## config.mk

```make
export PLATFORM = sky130hd
export DESIGN_NAME = tod_counter
export DESIGN_NICKNAME = d
export VERILOG_FILES = /design/src/rtl/tod_pkg.sv /design/src/rtl/tod_regs.sv /design/src/rtl/tod_accum.sv /design/src/rtl/tod_count.sv /design/src/rtl/tod_counter.sv
export SDC_FILE = /design/constraint.sdc
export NUM_CORES = 1
export LEC_CHECK = 0
export BUFFER_PORTS_ARGS = -buffer_cell sky130_fd_sc_hd__buf_2
export CAP_MARGIN = 10
export CORE_MARGIN = 2
export CORE_UTILIZATION = 34
export DETAILED_ROUTE_END_ITERATION = 8
export HOLD_SLACK_MARGIN = 0.06
export PLACE_DENSITY = 0.59
export SETUP_SLACK_MARGIN = 0.3
export SYNTH_ARGS = -nofsm -noshare
export SYNTH_HDL_FRONTEND = slang
export SYNTH_HIERARCHICAL = 1
export SYNTH_SLANG_ARGS = --single-unit
export TNS_END_PERCENT = 100
```

## constraint.sdc

```tcl
create_clock -name clk -period 6.15 [get_ports clk]
set_input_delay 0.3075 -clock clk [delete_from_list [all_inputs] [get_ports clk]]
set_output_delay 0.3075 -clock clk [all_outputs]
set_load 0.05 [all_outputs]
```

## src/rtl/tod_pkg.sv

```systemverilog
package tod_pkg;
  localparam int ADDR_W = 3;

  typedef enum logic [ADDR_W-1:0] {
    A_CTRL   = 3'd0,
    A_CNT_LO = 3'd1,
    A_CNT_HI = 3'd2,
    A_ADDEND = 3'd3,
    A_ACCUM  = 3'd4
  } reg_addr_e;

  // control word bit positions
  localparam int B_SEL_LO  = 0;
  localparam int B_ENABLE  = 2;
  localparam int B_BYPASS  = 3;
  localparam int B_SOFTRST = 5;
  localparam int B_STEP_LO = 16;

  typedef struct packed {
    logic [9:0] step;
    logic       bypass;
    logic       enable;
    logic [1:0] clk_sel;
  } ctrl_t;

  localparam int STEP_W = 10;
  localparam logic [1:0] CLK_SEL_RST = 2'd1;
endpackage

```

## src/rtl/tod_regs.sv

```systemverilog
module tod_regs
  import tod_pkg::*;
#(
  parameter int DATA_W = 32
) (
  input  logic              clk,
  input  logic              rst,
  input  logic              wr_ctrl,
  input  logic              wr_addend,
  input  logic [DATA_W-1:0] wdata,
  output ctrl_t             ctrl,
  output logic [DATA_W-1:0] addend,
  output logic              soft_clr
);
  localparam ctrl_t CTRL_RST = '{step: '0, bypass: 1'b0, enable: 1'b0, clk_sel: CLK_SEL_RST};

  assign soft_clr = wr_ctrl & wdata[B_SOFTRST];

  always_ff @(posedge clk) begin
    if (rst || soft_clr) begin
      ctrl <= CTRL_RST;
    end else if (wr_ctrl) begin
      ctrl.step    <= wdata[B_STEP_LO +: STEP_W];
      ctrl.bypass  <= wdata[B_BYPASS];
      ctrl.enable  <= wdata[B_ENABLE];
      ctrl.clk_sel <= wdata[B_SEL_LO +: 2];
    end
  end

  always_ff @(posedge clk) begin
    if (rst) addend <= '0;
    else if (wr_addend) addend <= wdata;
  end

  assert_soft_reset_ctrl_R7: assert property (@(posedge clk) disable iff (rst)
    soft_clr |=> (ctrl == CTRL_RST));
  assert_addend_kept_R7: assert property (@(posedge clk) disable iff (rst)
    !wr_addend |=> $stable(addend));
endmodule

```

## src/rtl/tod_accum.sv

```systemverilog
module tod_accum #(
  parameter int ACC_W = 32
) (
  input  logic             clk,
  input  logic             rst,
  input  logic             clr,
  input  logic             add_en,
  input  logic             wr,
  input  logic [ACC_W-1:0] wdata,
  input  logic [ACC_W-1:0] addend,
  output logic [ACC_W-1:0] acc,
  output logic             carry
);
  logic [ACC_W:0] sum;

  assign sum   = {1'b0, acc} + {1'b0, addend};
  assign carry = add_en & sum[ACC_W];

  always_ff @(posedge clk) begin
    if (rst || clr)  acc <= '0;
    else if (wr)     acc <= wdata;
    else if (add_en) acc <= sum[ACC_W-1:0];
  end

  assert_acc_idle_R4: assert property (@(posedge clk) disable iff (rst)
    (!add_en && !wr && !clr) |=> $stable(acc));
  assert_acc_write_wins_R9: assert property (@(posedge clk) disable iff (rst)
    (wr && !clr) |=> (acc == $past(wdata)));
endmodule

```

## src/rtl/tod_count.sv

```systemverilog
module tod_count #(
  parameter int DATA_W = 32,
  parameter int STEP_W = 10
) (
  input  logic                clk,
  input  logic                rst,
  input  logic                clr,
  input  logic                step_en,
  input  logic [STEP_W-1:0]   step,
  input  logic                lo_wr,
  input  logic                hi_wr,
  input  logic                lo_rd,
  input  logic [DATA_W-1:0]   wdata,
  output logic [2*DATA_W-1:0] count,
  output logic [DATA_W-1:0]   shadow_hi
);
  localparam int CNT_W = 2 * DATA_W;

  logic [DATA_W-1:0] parked_lo;

  always_ff @(posedge clk) begin
    if (rst || clr)   count <= '0;
    else if (hi_wr)   count <= {wdata, parked_lo};
    else if (step_en) count <= count + {{(CNT_W-STEP_W){1'b0}}, step};
  end

  always_ff @(posedge clk) begin
    if (rst || clr) parked_lo <= '0;
    else if (lo_wr) parked_lo <= wdata;
  end

  always_ff @(posedge clk) begin
    if (rst)        shadow_hi <= '0;
    else if (lo_rd) shadow_hi <= count[CNT_W-1:DATA_W];
  end

  assert_step_add_R2: assert property (@(posedge clk) disable iff (rst)
    (step_en && !hi_wr && !clr) |=>
      (count == $past(count) + {{(CNT_W-STEP_W){1'b0}}, $past(step)}));
  assert_count_idle_R4: assert property (@(posedge clk) disable iff (rst)
    (!step_en && !hi_wr && !clr) |=> $stable(count));
  assert_low_parked_R6: assert property (@(posedge clk) disable iff (rst)
    (lo_wr && !step_en && !clr) |=> $stable(count));
  assert_shadow_capture_R5: assert property (@(posedge clk) disable iff (rst)
    lo_rd |=> (shadow_hi == $past(count[CNT_W-1:DATA_W])));
endmodule

```

## src/rtl/tod_counter.sv

```systemverilog
module tod_counter
  import tod_pkg::*;
#(
  parameter int DATA_W = 32
) (
  input  logic                clk,
  input  logic                rst,
  input  logic                ref_tick,
  input  logic                wr_en,
  input  logic                rd_en,
  input  logic [ADDR_W-1:0]   addr,
  input  logic [DATA_W-1:0]   wr_data,
  output logic [DATA_W-1:0]   rd_data,
  output logic [2*DATA_W-1:0] time_now
);
  localparam int CNT_W = 2 * DATA_W;

  ctrl_t             ctrl;
  logic [DATA_W-1:0] addend;
  logic [DATA_W-1:0] acc;
  logic [DATA_W-1:0] shadow_hi;
  logic [CNT_W-1:0]  count;
  logic              soft_clr, carry, add_en, step_en;
  logic              wr_ctrl, wr_lo, wr_hi, wr_add, wr_acc, rd_lo;
  logic [DATA_W-1:0] rd_mux;

  assign wr_ctrl = wr_en && (addr == A_CTRL);
  assign wr_lo   = wr_en && (addr == A_CNT_LO);
  assign wr_hi   = wr_en && (addr == A_CNT_HI);
  assign wr_add  = wr_en && (addr == A_ADDEND);
  assign wr_acc  = wr_en && (addr == A_ACCUM);
  assign rd_lo   = rd_en && (addr == A_CNT_LO);

  assign add_en  = ctrl.enable & ref_tick & ~ctrl.bypass;
  assign step_en = ctrl.enable & ref_tick & (ctrl.bypass | carry);

  tod_regs #(.DATA_W(DATA_W)) u_regs (
    .clk(clk), .rst(rst), .wr_ctrl(wr_ctrl), .wr_addend(wr_add),
    .wdata(wr_data), .ctrl(ctrl), .addend(addend), .soft_clr(soft_clr)
  );

  tod_accum #(.ACC_W(DATA_W)) u_accum (
    .clk(clk), .rst(rst), .clr(soft_clr), .add_en(add_en), .wr(wr_acc),
    .wdata(wr_data), .addend(addend), .acc(acc), .carry(carry)
  );

  tod_count #(.DATA_W(DATA_W), .STEP_W(STEP_W)) u_count (
    .clk(clk), .rst(rst), .clr(soft_clr), .step_en(step_en), .step(ctrl.step),
    .lo_wr(wr_lo), .hi_wr(wr_hi), .lo_rd(rd_lo), .wdata(wr_data),
    .count(count), .shadow_hi(shadow_hi)
  );

  always_comb begin
    rd_mux = '0;
    case (addr)
      A_CTRL: begin
        rd_mux[B_STEP_LO +: STEP_W] = ctrl.step;
        rd_mux[B_BYPASS]            = ctrl.bypass;
        rd_mux[B_ENABLE]            = ctrl.enable;
        rd_mux[B_SEL_LO +: 2]       = ctrl.clk_sel;
      end
      A_CNT_LO: rd_mux = count[DATA_W-1:0];
      A_CNT_HI: rd_mux = shadow_hi;
      A_ADDEND: rd_mux = addend;
      A_ACCUM:  rd_mux = acc;
      default:  rd_mux = '0;
    endcase
  end

  always_ff @(posedge clk) begin
    if (rst)        rd_data <= '0;
    else if (rd_en) rd_data <= rd_mux;
  end

  assign time_now = count;

  assert_rd_hold_R10: assert property (@(posedge clk) disable iff (rst)
    !rd_en |=> $stable(rd_data));
  assert_rd_accum_R9: assert property (@(posedge clk) disable iff (rst)
    (rd_en && addr == A_ACCUM) |=> (rd_data == $past(acc)));
  assert_bypass_keeps_acc_R3: assert property (@(posedge clk) disable iff (rst)
    (ctrl.bypass && ctrl.enable && !wr_en) |=> $stable(acc));
  assert_soft_reset_clears_R7: assert property (@(posedge clk) disable iff (rst)
    soft_clr |=> (time_now == '0 && acc == '0));
endmodule

```

==> flow_summary.json <==
{
  "p_leak_nw": 5.801,
  "hold_path_class": "in -> reg",
  "die_width_um": 206,
  "vias_per_cell": 5.855,
  "synth_sequential_area_ratio_pct": 34.34,
  "die_h_um": 206,
  "htreeDepth": 1,
  "synth_top_area_share_pct": 34.34,
  "synth_cells": 1611,
  "timing_hold_violations_final": 0,
  "cellInternalPower_w": 0.002612,
  "clk_latency_ns": 0.57,
  "p_seq_share_pct": 44.9,
  "relSlewSlack_pct": 29.53,
  "antenna_found_initial": 4,
  "critPathRequiredTime_ns": 6.65,
  "yosysWarnings": 6,
  "synth-edff-count": 0,
  "dieArea_um2": 42440,
  "cap_violations": 0,
  "path_clk_slew_ns": 0.06,
  "wl_um": 54150,
  "worst_pin_slew_ns": 1.057,
  "netlist_top_cells_count": "dfxtp_1, nor2_1, a21oi_1",
  "p_comb_share_pct": 10.5,
  "p_clk_share_pct": 44.6,
  "fin_worst_skew_ns": 0.01315,
  "final_antenna_net_count": 0,
  "finalSetupTns_ns": 0,
  "dr.first_iter.drc_count": 1582,
  "async_flop_share_pct": 0,
  "drv_slew": 0,
  "synth_top_family_by_area": "simple AND/OR/NAND/NOR gates",
  "grt_pass1_wl_um": 78870,
  "power.switching_fraction_pct": 28.08,
  "post-place-ws_ns": 1.336,
  "portBuffers": 135,
  "stdcell_area_um2": 15720,
  "startpoint_type": "flip-flop",
  "placed_cell_area_um2": 14820,
  "synth-seq-cells": 238,
  "firstDrtPassIters": 5,
  "worst-path-max-fanout": 10,
  "root_buffer": "clkbuf_16",
  "setup_viol": 0,
  "place.gp.congestion": 0.9565,
  "syn_nets": 1695,
  "syn_avg_cell_area_um2": 8.612,
  "synth_adder_area_share_pct": 4.076,
  "cts_resized": 0,
  "vias": 13050,
  "cts_made_buffers": 28,
  "ioPinCount": 136,
  "fin_crit_sh_pct": 80.41,
  "core_um2": 40550,
  "grt_max_degree": 61,
  "muxShareOfSynthArea_pct": 11.48,
  "yosysTopAreaCell": "dfxtp_1",
  "grt-ovfl-total": 0,
  "synth-compound-area-share_pct": 19.54,
  "place.detailed.hpwl_um": 39220,
  "worst_slack_ns": 1.205,
  "max_freq_mhz": 202.2,
  "grtUsageTotal_pct": 24.82,
  "critPathKind": "reg -> reg",
  "synthSimpleGateAreaFrac_pct": 21.28,
  "drc_errors": 0,
  "tritoncts": "built",
  "p_per_area_nw_per_um2": 231.0,
  "critPathCaptureType": "flip-flop",
  "synth_area_leaders": "dfxtp_1, mux2i_1, a21oi_1",
  "grt_pass1_vias": 11870,
  "cp.arrival_ns": 5.44,
  "rsz0062_at_grt": "false",
  "ys_types": 80,
  "rows": 74,
  "whs_ns": 0.08251,
  "syn_area_um2": 13870,
  "drive_gt1_share_pct": 16.39,
  "start_util_pct": 34.21,
  "synth.most_common_cell": "dfxtp_1",
  "power_switching_w": 0.001020,
  "fin_nets": 1762,
  "cts_buffer_depth": 3,
  "synth_xor_area_share_pct": 4.356,
  "syn_to_final_growth_pct": 13.34,
  "vdd_ir_drop_max_mv": 0.2051,
  "status": "complete, no violations",
  "ys.flop_type": "dfxtp_1",
  "wire_per_inst_um": 24.29,
  "layout_min_cycle_time_ns": 4.945,
  "clkSinkCount": 238
}
[metrics by stage]
step	std cells	util [%]	power (W)
floorplan	1611	-	0.001901
global placement	2177	36.54	0.002034
detailed placement	2177	36.54	0.002037
CTS	2228	38.77	0.003650
global route	2228	38.77	0.003739
finish	2229	38.77	0.003632
[per-layer routing]
layer  vias up  wire (um)  track usage (%)
li1       6060          -                -
met2       603      22540            36.23
met1      6284      24930            36.48
met3       103       4586            4.305
met4         0       2088            8.393
met5         -          0                0
[power groups by stage]
stage	registers [W]	clock network (W)	logic [W]
2_1_floorplan	0.00170	0	0.000199
3_3_place_gp	0.00166	0	0.000373
3_5_place_dp	0.00166	0	0.000375
4_1_cts	0.00163	0.00164	0.000378
5_1_grt	0.00163	0.00170	0.000407
6_report	0.00163	0.00162	0.000383
[state kept, by name (all words and copies together) (netlist names)]
signal             count
u_count/count         64
rd_data               32
u_accum/acc           32
u_count/parked_lo     32
u_count/shadow_hi     32
u_regs/addend         32
u_regs/ctrl           14
[cell families after synthesis]
kind of cell / Yosys count
simple gates: 540
compound gates: 422
flops: 238
mux: 155
buf+inv: 143
xor+xnor: 69
fa+ha+maj: 44
[cell usage in the layout, fill, tap and decap left out, drive strengths merged, types with 8 or more instances in the layout]
cell | synthesis | routed
a21oi | 137 | 137
mux2 | 33 | 33
xor2 | 24 | 24
nand4 | 30 | 30
a21o | 26 | 26
a31oi | 8 | 8
clkbuf | 79 | 38
buf | 42 | 155
o21a | 8 | 8
a311oi | 16 | 16
and4bb | 8 | 8
nand3 | 44 | 44
nor4bb | 30 | 30
mux2i | 122 | 122
a211oi | 36 | 36
a22oi | 8 | 8
xnor2 | 45 | 45
o31ai | 8 | 8
dfxtp | 238 | 238
and2 | 10 | 10
nand3b | 26 | 26
nor4 | 13 | 13
ha | 42 | 42
nor2 | 173 | 173
o21ai | 108 | 108
nand2b | 14 | 14
and4 | 10 | 10
o211ai | 9 | 9
nor3b | 15 | 15
nor3 | 34 | 34
nand2 | 84 | 84
and3 | 15 | 15
inv | 21 | 21
[worst paths after layout]
kind | to | cells after the start | slack [ns] | startpoint
setup / recovery | u_count/count[60] | 17 | 1.20 | u_accum/acc[0]
hold / removal | u_accum/acc[10] | 3 | 0.08 | wr_data[10]
setup reg to reg | u_count/count[60] | 17 | 1.20 | u_accum/acc[0]
hold reg to reg | rd_data[9] | 2 | 0.44 | rd_data[9]
[worst max-delay path, cell delays in order (launching register included)]
cell and delay [ns]:
dfxtp_1 0.36, ha_1 0.23, fa_1 0.30, a211oi_2 0.14
nor4b_4 0.39, o2111ai_2 0.21, a2111oi_0 0.49, o41a_1 0.26
o2111ai_1 0.12, a21oi_1 0.18, nor2_1 0.06, nor2_2 0.40
and4_1 0.26, o2111ai_1 0.25, a211oi_2 0.67, nand4_1 0.20
xor2_1 0.19, a21oi_1 0.17
[timing repair]
| item | in CTS | in global routing |
|---|---|---|
| hold buffers | 3 | 0 |
| buffers inserted | 0 | 0 |
| hold endpoints to repair | 3 | 0 |
[area by class of cell]
type	instances	area (um^2)
fill	4218	24830
tap	532	665.6
multi-input combinational	1230	8478
sequential	238	4765
clock inverter	10	93.84
inverter	22	82.58
antenna	1	2.502
timing repair buffer	158	858.3
clock buffer	38	778.2
Note: power is estimated with default switching activity, not from simulation.
